--- config.mk ---
export PLATFORM = sky130hd
export DESIGN_NAME = casc_counter
export DESIGN_NICKNAME = d
export VERILOG_FILES = /design/src/rtl/cnt_pkg.sv /design/src/rtl/cnt_stage.sv /design/src/rtl/cnt_term.sv /design/src/rtl/casc_counter.sv
export SDC_FILE = /design/constraint.sdc
export NUM_CORES = 1
export LEC_CHECK = 0
export ABC_AREA = 1
export BUFFER_PORTS_ARGS = -buffer_cell sky130_fd_sc_hd__buf_4
export CORE_AREA = 5 5 42 44
export CTS_BUF_LIST = sky130_fd_sc_hd__clkbuf_4
export DETAILED_ROUTE_END_ITERATION = 10
export DIE_AREA = 0 0 47 49
export GPL_TIMING_DRIVEN = 0
export HOLD_SLACK_MARGIN = 0.05
export PLACE_DENSITY = 0.67
export SYNTH_ARGS = -nofsm -noshare
export SYNTH_HDL_FRONTEND = slang
export SYNTH_SLANG_ARGS = --single-unit
--- constraint.sdc ---
create_clock -name clk -period 2.7 [get_ports clk]
set_clock_uncertainty 0.2 [all_clocks]
set_input_delay 0.27 -clock clk [delete_from_list [all_inputs] [get_ports clk]]
set_output_delay 0.27 -clock clk [all_outputs]
set_load 0.05 [all_outputs]
--- src/rtl/cnt_pkg.sv ---
`timescale 1ns/1ps
package cnt_pkg;
  typedef enum logic [1:0] {
    OP_HOLD = 2'd0,
    OP_LOAD = 2'd1,
    OP_ADV  = 2'd2
  } stage_op_e;

  // Preset beats counting; counting needs both enables.
  function automatic stage_op_e pick_op(input logic preset_n,
                                        input logic par_en,
                                        input logic chain_en);
    if (!preset_n)
      return OP_LOAD;
    else if (par_en && chain_en)
      return OP_ADV;
    else
      return OP_HOLD;
  endfunction
endpackage

--- src/rtl/cnt_stage.sv ---
`timescale 1ns/1ps
module cnt_stage
  import cnt_pkg::*;
#(
  parameter int W = 4
) (
  input  logic         clk,
  input  logic         wipe_n,
  input  stage_op_e    op,
  input  logic [W-1:0] load_val,
  output logic [W-1:0] val
);
  localparam logic [W-1:0] ONE = {{(W-1){1'b0}}, 1'b1};

  always_ff @(posedge clk or negedge wipe_n) begin
    if (!wipe_n)
      val <= '0;
    else begin
      case (op)
        OP_LOAD: val <= load_val;
        OP_ADV:  val <= val + ONE;
        default: val <= val;
      endcase
    end
  end
endmodule

--- src/rtl/cnt_term.sv ---
`timescale 1ns/1ps
module cnt_term #(
  parameter int W = 4
) (
  input  logic [W-1:0] val,
  input  logic         chain_en,
  output logic         chain_out
);
  always_comb chain_out = chain_en && (&val);
endmodule

--- src/rtl/casc_counter.sv ---
`timescale 1ns/1ps
module casc_counter
  import cnt_pkg::*;
#(
  parameter int STAGE_W = 4,
  parameter int STAGES  = 2
) (
  input  logic                       clk,
  input  logic                       wipe_n,
  input  logic                       preset_n,
  input  logic                       cnt_en,
  input  logic                       carry_in,
  input  logic [STAGE_W*STAGES-1:0]  preset_val,
  output logic [STAGE_W*STAGES-1:0]  count,
  output logic                       carry_out
);
  localparam int W = STAGE_W * STAGES;

  logic [STAGES:0] chain;
  assign chain[0] = carry_in;

  for (genvar s = 0; s < STAGES; s++) begin : g_stage
    stage_op_e          op;
    logic [STAGE_W-1:0] val;

    always_comb op = pick_op(preset_n, cnt_en, chain[s]);

    cnt_stage #(.W(STAGE_W)) u_stage (
      .clk      (clk),
      .wipe_n   (wipe_n),
      .op       (op),
      .load_val (preset_val[s*STAGE_W +: STAGE_W]),
      .val      (val)
    );

    cnt_term #(.W(STAGE_W)) u_term (
      .val       (val),
      .chain_en  (chain[s]),
      .chain_out (chain[s+1])
    );

    assign count[s*STAGE_W +: STAGE_W] = val;
  end

  assign carry_out = chain[STAGES];
endmodule

==> results of run 1 <==
## routing by layer
| metal | wire, um | GRT usage (%) | vias up |
|---|---|---|---|
| li1 | - | - | 284 |
| met3 | 102 | 4.06 | 0 |
| met1 | 558 | 17.8 | 251 |
| met2 | 659 | 20.4 | 18 |
| met5 | 0 | 0 | - |
| met4 | 0 | 4.15 | 0 |
## power breakdown
group	switching, mW	total (mW)	internal, mW
Combinational	0.0817	0.135	0.0530
Sequential	0.0200	0.152	0.132
Clock	0.0402	0.0911	0.0508
## kinds of logic after synthesis
kind of cell / count (synthesis) / synth area share (%)
AO/OA/AOI/OAI: 3 / 3.85
XOR/XNOR: 1 / 1.69
adder cells (fa/ha/maj): 2 / 4.82
buffers and inverters: 7 / 5.78
flip-flops: 8 / 38.6
AND/OR/NAND/NOR: 45 / 45.3
## cell type report
class / instances / area, um2
multi-input combinational: 51 / 289
inverter: 6 / 22.5
buffer: 1 / 7.51
tap: 16 / 20.0
clock buffer: 3 / 22.5
timing repair buffer: 28 / 230
sequential: 8 / 200
fill: 142 / 609
## metrics by stage
step | hold slack (ns) | worst slack, ns
finish | 0.0607 | 0.836
global route | 0.0684 | 0.736
CTS | 0.0563 | 0.815
detailed placement | -0.103 | 1.11
global placement | -0.104 | 1.08
floorplan | -0.226 | 0.0917
## worst paths after layout
path | endpoint | slack [ns] | cells after the start
setup / recovery | carry_out | 0.84 | 4
hold / removal | g_stage[0].u_stage.val[0] | 0.06 | 3
setup reg to reg | g_stage[1].u_stage.val[3] | 1.27 | 6
hold reg to reg | g_stage[0].u_stage.val[1] | 0.38 | 2
max in group asynchronous | g_stage[1].u_stage.val[2] | 1.98 | 2
min in group asynchronous | g_stage[0].u_stage.val[1] | 0.18 | 2
## worst register-to-register path: stages (launching register included)
cell	delay, ns
dfrtp_1	0.42
ha_1	0.21
nand2_2	0.09
nor2_4	0.16
nand2_4	0.09
nand3_1	0.07
nand3_1	0.07
## Yosys cell counts (all sizes together)
| master | count | area, um2 |
|---|---|---|
| o21ai | 1 | 5.00 |
| dfrtp | 8 | 200 |
| nand3 | 14 | 70.1 |
| nand4 | 4 | 25.0 |
| inv | 6 | 22.5 |
| buf | 1 | 7.51 |
| ha | 2 | 25.0 |
| xor2 | 1 | 8.76 |
| nor2 | 3 | 28.8 |
| nor3 | 1 | 5.00 |
| nand2 | 22 | 100 |
| a22oi | 2 | 15.0 |
| or2 | 1 | 6.26 |
==> results.toml, run 1 <==
[outcome]
status = "finished clean"

[power]
power.leakage_nw = 0.409
ir_drop_mv = 0.218
p_total_mw = 0.378
powerDensity_nw_per_um2 = 477

[synthesis]
yosysWarnings = 0
synth.avg_cell_area_um2 = 7.87
ys_ff_latch = 8
synth_seq_area_share_pct = 38.6
yosys.cell_types.count = 17
synth_nets = 81
syn_inst = 66
syn_area_um2 = 519

[sta]
period_share_pct = 69.0
rsz0062_at_grt = "false"
fmax_mhz = 536
max-slew-margin-rel_pct = 85.6
hold_viol = 0
worstMarginPinSlew_ns = 0.216
drv_slew = 0
finalCriticalPeriod_ns = 1.86
setup_viol = 0
tns_ns = 0

[layout]
nets = 114
stdcell_count = 113
largest_reg_flops = 8
antenna_cells = 0
layout_commonest_cell = "buf_4"
largestRegisters = "g_stage.u_stage.val (8)"
drive_gt1_share_pct = 33.0
fin_util_pct = 56.5
regMostFlops = "g_stage.u_stage.val"
stdcell_area_um2 = 792
final_cell_mix = "21 x buf_4, 19 x nand2_1, 14 x nand3_1"
syn_to_final_growth_pct = 52.5

[global_route]
grt_pass1_vias = 541
antenna_found_initial = 0
grt-ovfl-total = 0
grt_pass1_wl_um = 2280
grt_util_all_layers_pct = 13.4
grt_max_degree = 11

[floorplanning]
fp.coreArea_um2 = 1400
fp.dieW_um = 47
dieArea_um2 = 2300
io_pins = 22
floorplan.initialDensity_pct = 37.1
die_h_um = 49
rows = 14

[hold_path]
hold_start = "preset_val[0]"
hold_path.class = "input port to register"

[clock_network]
cts_hold_buf = 8
ctsResizeCount = 0
cts_buffer_depth = 2
cts.sinks = 8
cts_setup_buffers = 0
cts-htree-levels = 1
cts_root_buffer = "clkbuf_4"
numCtsBuffers = 3
clk_latency_ns = 0.25
clk_pin_slew_ns = 0.06
cts_tree = "yes"

[placed_design]
dpl.cell_count = 102
gp_congestion = 0.797
portBuffers = 20
dp_hpwl_um = 980
dpl-instance-area_um2 = 689

[drt]
wire_per_inst_um = 11.7
first_pass_iters = 2
routed_wirelength_um = 1320
vias = 553
ant_nets = 0
drcViolationCount = 0
first_iter_violations = 19
vias_per_cell = 4.89

[setup_path]
cp-startpoint = "g_stage[0].u_stage.val[0]"
critPathTopFamily = "flip-flops"
worst-path-buf-inv = 1
cp_slowest_stage_delay_ns = 0.42
crit_path_cell_trace = "ha_1 -> nand2_2 -> nor3_1 -> buf_4"
cp_max_fo = 5
arrival_ns = 1.39
end_kind = "output pin"
crit_type = "register to output pin"
startpoint_type = "register"
cp_slowest_cell = "dfrtp_1"
reg2reg_from = "g_stage[0].u_stage.val[0]"
cp.required_ns = 2.23

[flow_run]
drv_cap = 0
Power figures use the tool's default switching activity.
==> run 2, diff against run 1 <==
==> constraint.sdc (replaced) <==
create_clock -name clk -period 1.8 [get_ports clk]
set_clock_uncertainty 0.2 [all_clocks]
set_input_delay 0.18 -clock clk [delete_from_list [all_inputs] [get_ports clk]]
set_output_delay 0.18 -clock clk [all_outputs]
set_load 0.05 [all_outputs]
==> run 2 against run 1 <==
Effect of this change: cell count grew 3.5%; sequential power grew 51%; worst setup slack worse by 0.76 ns; global-route usage increased by 0.18 points; via count is 2.7% higher.
==> results.toml, run 2 (synthesis results as in run 1) <==
[sta]
finalCriticalPeriod_ns = 1.72
max-slew-margin-rel_pct = 85.6
worstMarginPinSlew_ns = 0.215
fin_hold_ws_ns = 0.0780
hold_viol = 0
fmax_mhz = 580
period_share_pct = 95.8
drv_slew = 0
tns_ns = 0
setup_viol = 0
rsz0062_at_grt = "false"

[layout]
largest_reg_flops = 8
regMostFlops = "g_stage.u_stage.val"
stdcell_area_um2 = 846
layout_commonest_cell = "buf_4"
largestRegisters = "g_stage.u_stage.val (8)"
fin_util_pct = 60.4
syn_to_final_growth_pct = 62.9
antenna_cells = 0
fillerInstances = 139
nets = 117
final_cell_mix = "21 x buf_4, 19 x nand2_1, 14 x nand3_1"
drive_gt1_share_pct = 37.6

[power]
internal-power_mw = 0.384
clkPwrFrac_pct = 27.3
power.leakage_nw = 0.434
ir_drop_mv = 0.335
power.switching_mw = 0.219
comb_power_share_pct = 34.7
seqPwrFrac_pct = 38.0
p_total_mw = 0.603
powerDensity_nw_per_um2 = 713
p_sw_share_pct = 36.3

[setup_path]
end_kind = "output pin"
arrival_ns = 1.34
cp_max_fo = 6
cp.required_ns = 1.42
cp-startpoint = "g_stage[1].u_stage.val[0]"
reg2reg_from = "g_stage[0].u_stage.val[0]"
rr_worst_depth = 7
startpoint_type = "register"
crit_type = "register to output pin"

[placed_design]
gp_congestion = 0.778
portBuffers = 20
dp_hpwl_um = 982
dpl-instance-area_um2 = 706

[clock_network]
numCtsBuffers = 3
clk_latency_ns = 0.25
cts_root_buffer = "clkbuf_4"
cts_buffer_depth = 2
cts.sinks = 8
cts_tree = "yes"
clk_pin_slew_ns = 0.06
cts-htree-levels = 1

[flow_run]
drv_cap = 0

[global_route]
grt_util_all_layers_pct = 13.6
grt-ovfl-total = 0
grt_pass1_wl_um = 2340
antenna_found_initial = 0
grt_max_degree = 11
grt_pass1_vias = 564

[drt]
drcViolationCount = 0
vias = 568
wire_per_inst_um = 11.5
vias_per_cell = 4.85
ant_nets = 0
first_pass_iters = 4
routed_wirelength_um = 1340
first_iter_violations = 13

[outcome]
status = "finished clean"

[floorplanning]
fp.coreArea_um2 = 1400
rows = 14
dieArea_um2 = 2300
die_h_um = 49
floorplan.initialDensity_pct = 37.1
fp.dieW_um = 47
io_pins = 22

[hold_path]
hold_path.class = "input port to asynchronous set/reset pin"
[run 2: power groups by stage]
stage,Combinational (mW),Clock (mW),Sequential (mW)
3_5_place_dp,0.192,0,0.232
6_report,0.209,0.164,0.229
2_1_floorplan,0.0600,0,0.293
5_1_grt,0.227,0.184,0.234
3_3_place_gp,0.190,0,0.232
4_1_cts,0.211,0.173,0.229
[run 2: layout make-up]
class | instances | area [um2] | area share [%]
Sequential cell | 8 | 205 | 24.3
Tap cell | 16 | 20.0 | 2.37
Buffer | 1 | 7.51 | 0.888
Inverter | 6 | 22.5 | 2.66
Multi-Input combinational cell | 51 | 300 | 35.5
Timing Repair Buffer | 31 | 260 | 30.8
Clock buffer | 4 | 30.0 | 3.55
[run 2: worst max-delay path: stages (launching register included)]
cell	delay [ns]
dfrtp_2	0.41
ha_1	0.20
nand3_1	0.13
nor3_4	0.12
buf_4	0.21
[run 2: path summary, 6_finish.rpt]
| path | endpoint | slack (ns) |
|---|---|---|
| setup / recovery | carry_out | 0.08 |
| hold / removal | g_stage[0].u_stage.val[2] | 0.08 |
| setup reg to reg | g_stage[1].u_stage.val[2] | 0.39 |
| hold reg to reg | g_stage[0].u_stage.val[1] | 0.34 |
| max in group asynchronous | g_stage[0].u_stage.val[0] | 1.17 |
| min in group clk | g_stage[0].u_stage.val[0] | 0.10 |
[run 2: timing repair]
action,4_1_cts,5_1_grt
hold buffers,11,0
setup buffers,0,0
hold endpoints to repair,16,0
resized for setup,0,0
[run 2: through the flow]
stage | worst slack (ns) | cells
after floorplan | 0.0694 | 66
after global placement | 0.366 | 102
after detailed placement | 0.345 | 102
after CTS | 0.0598 | 117
after global routing | 0.00348 | 117
final | 0.0759 | 117
[run 2: layer usage]
metal	wire length (um)	vias up	GRT usage (%)	share of wire, %
met5	0	-	0	0
met1	606	252	17.9	45
met3	99	2	4.06	7.4
met4	7	0	5.53	0.52
li1	-	296	-	-
met2	630	18	20.1	47
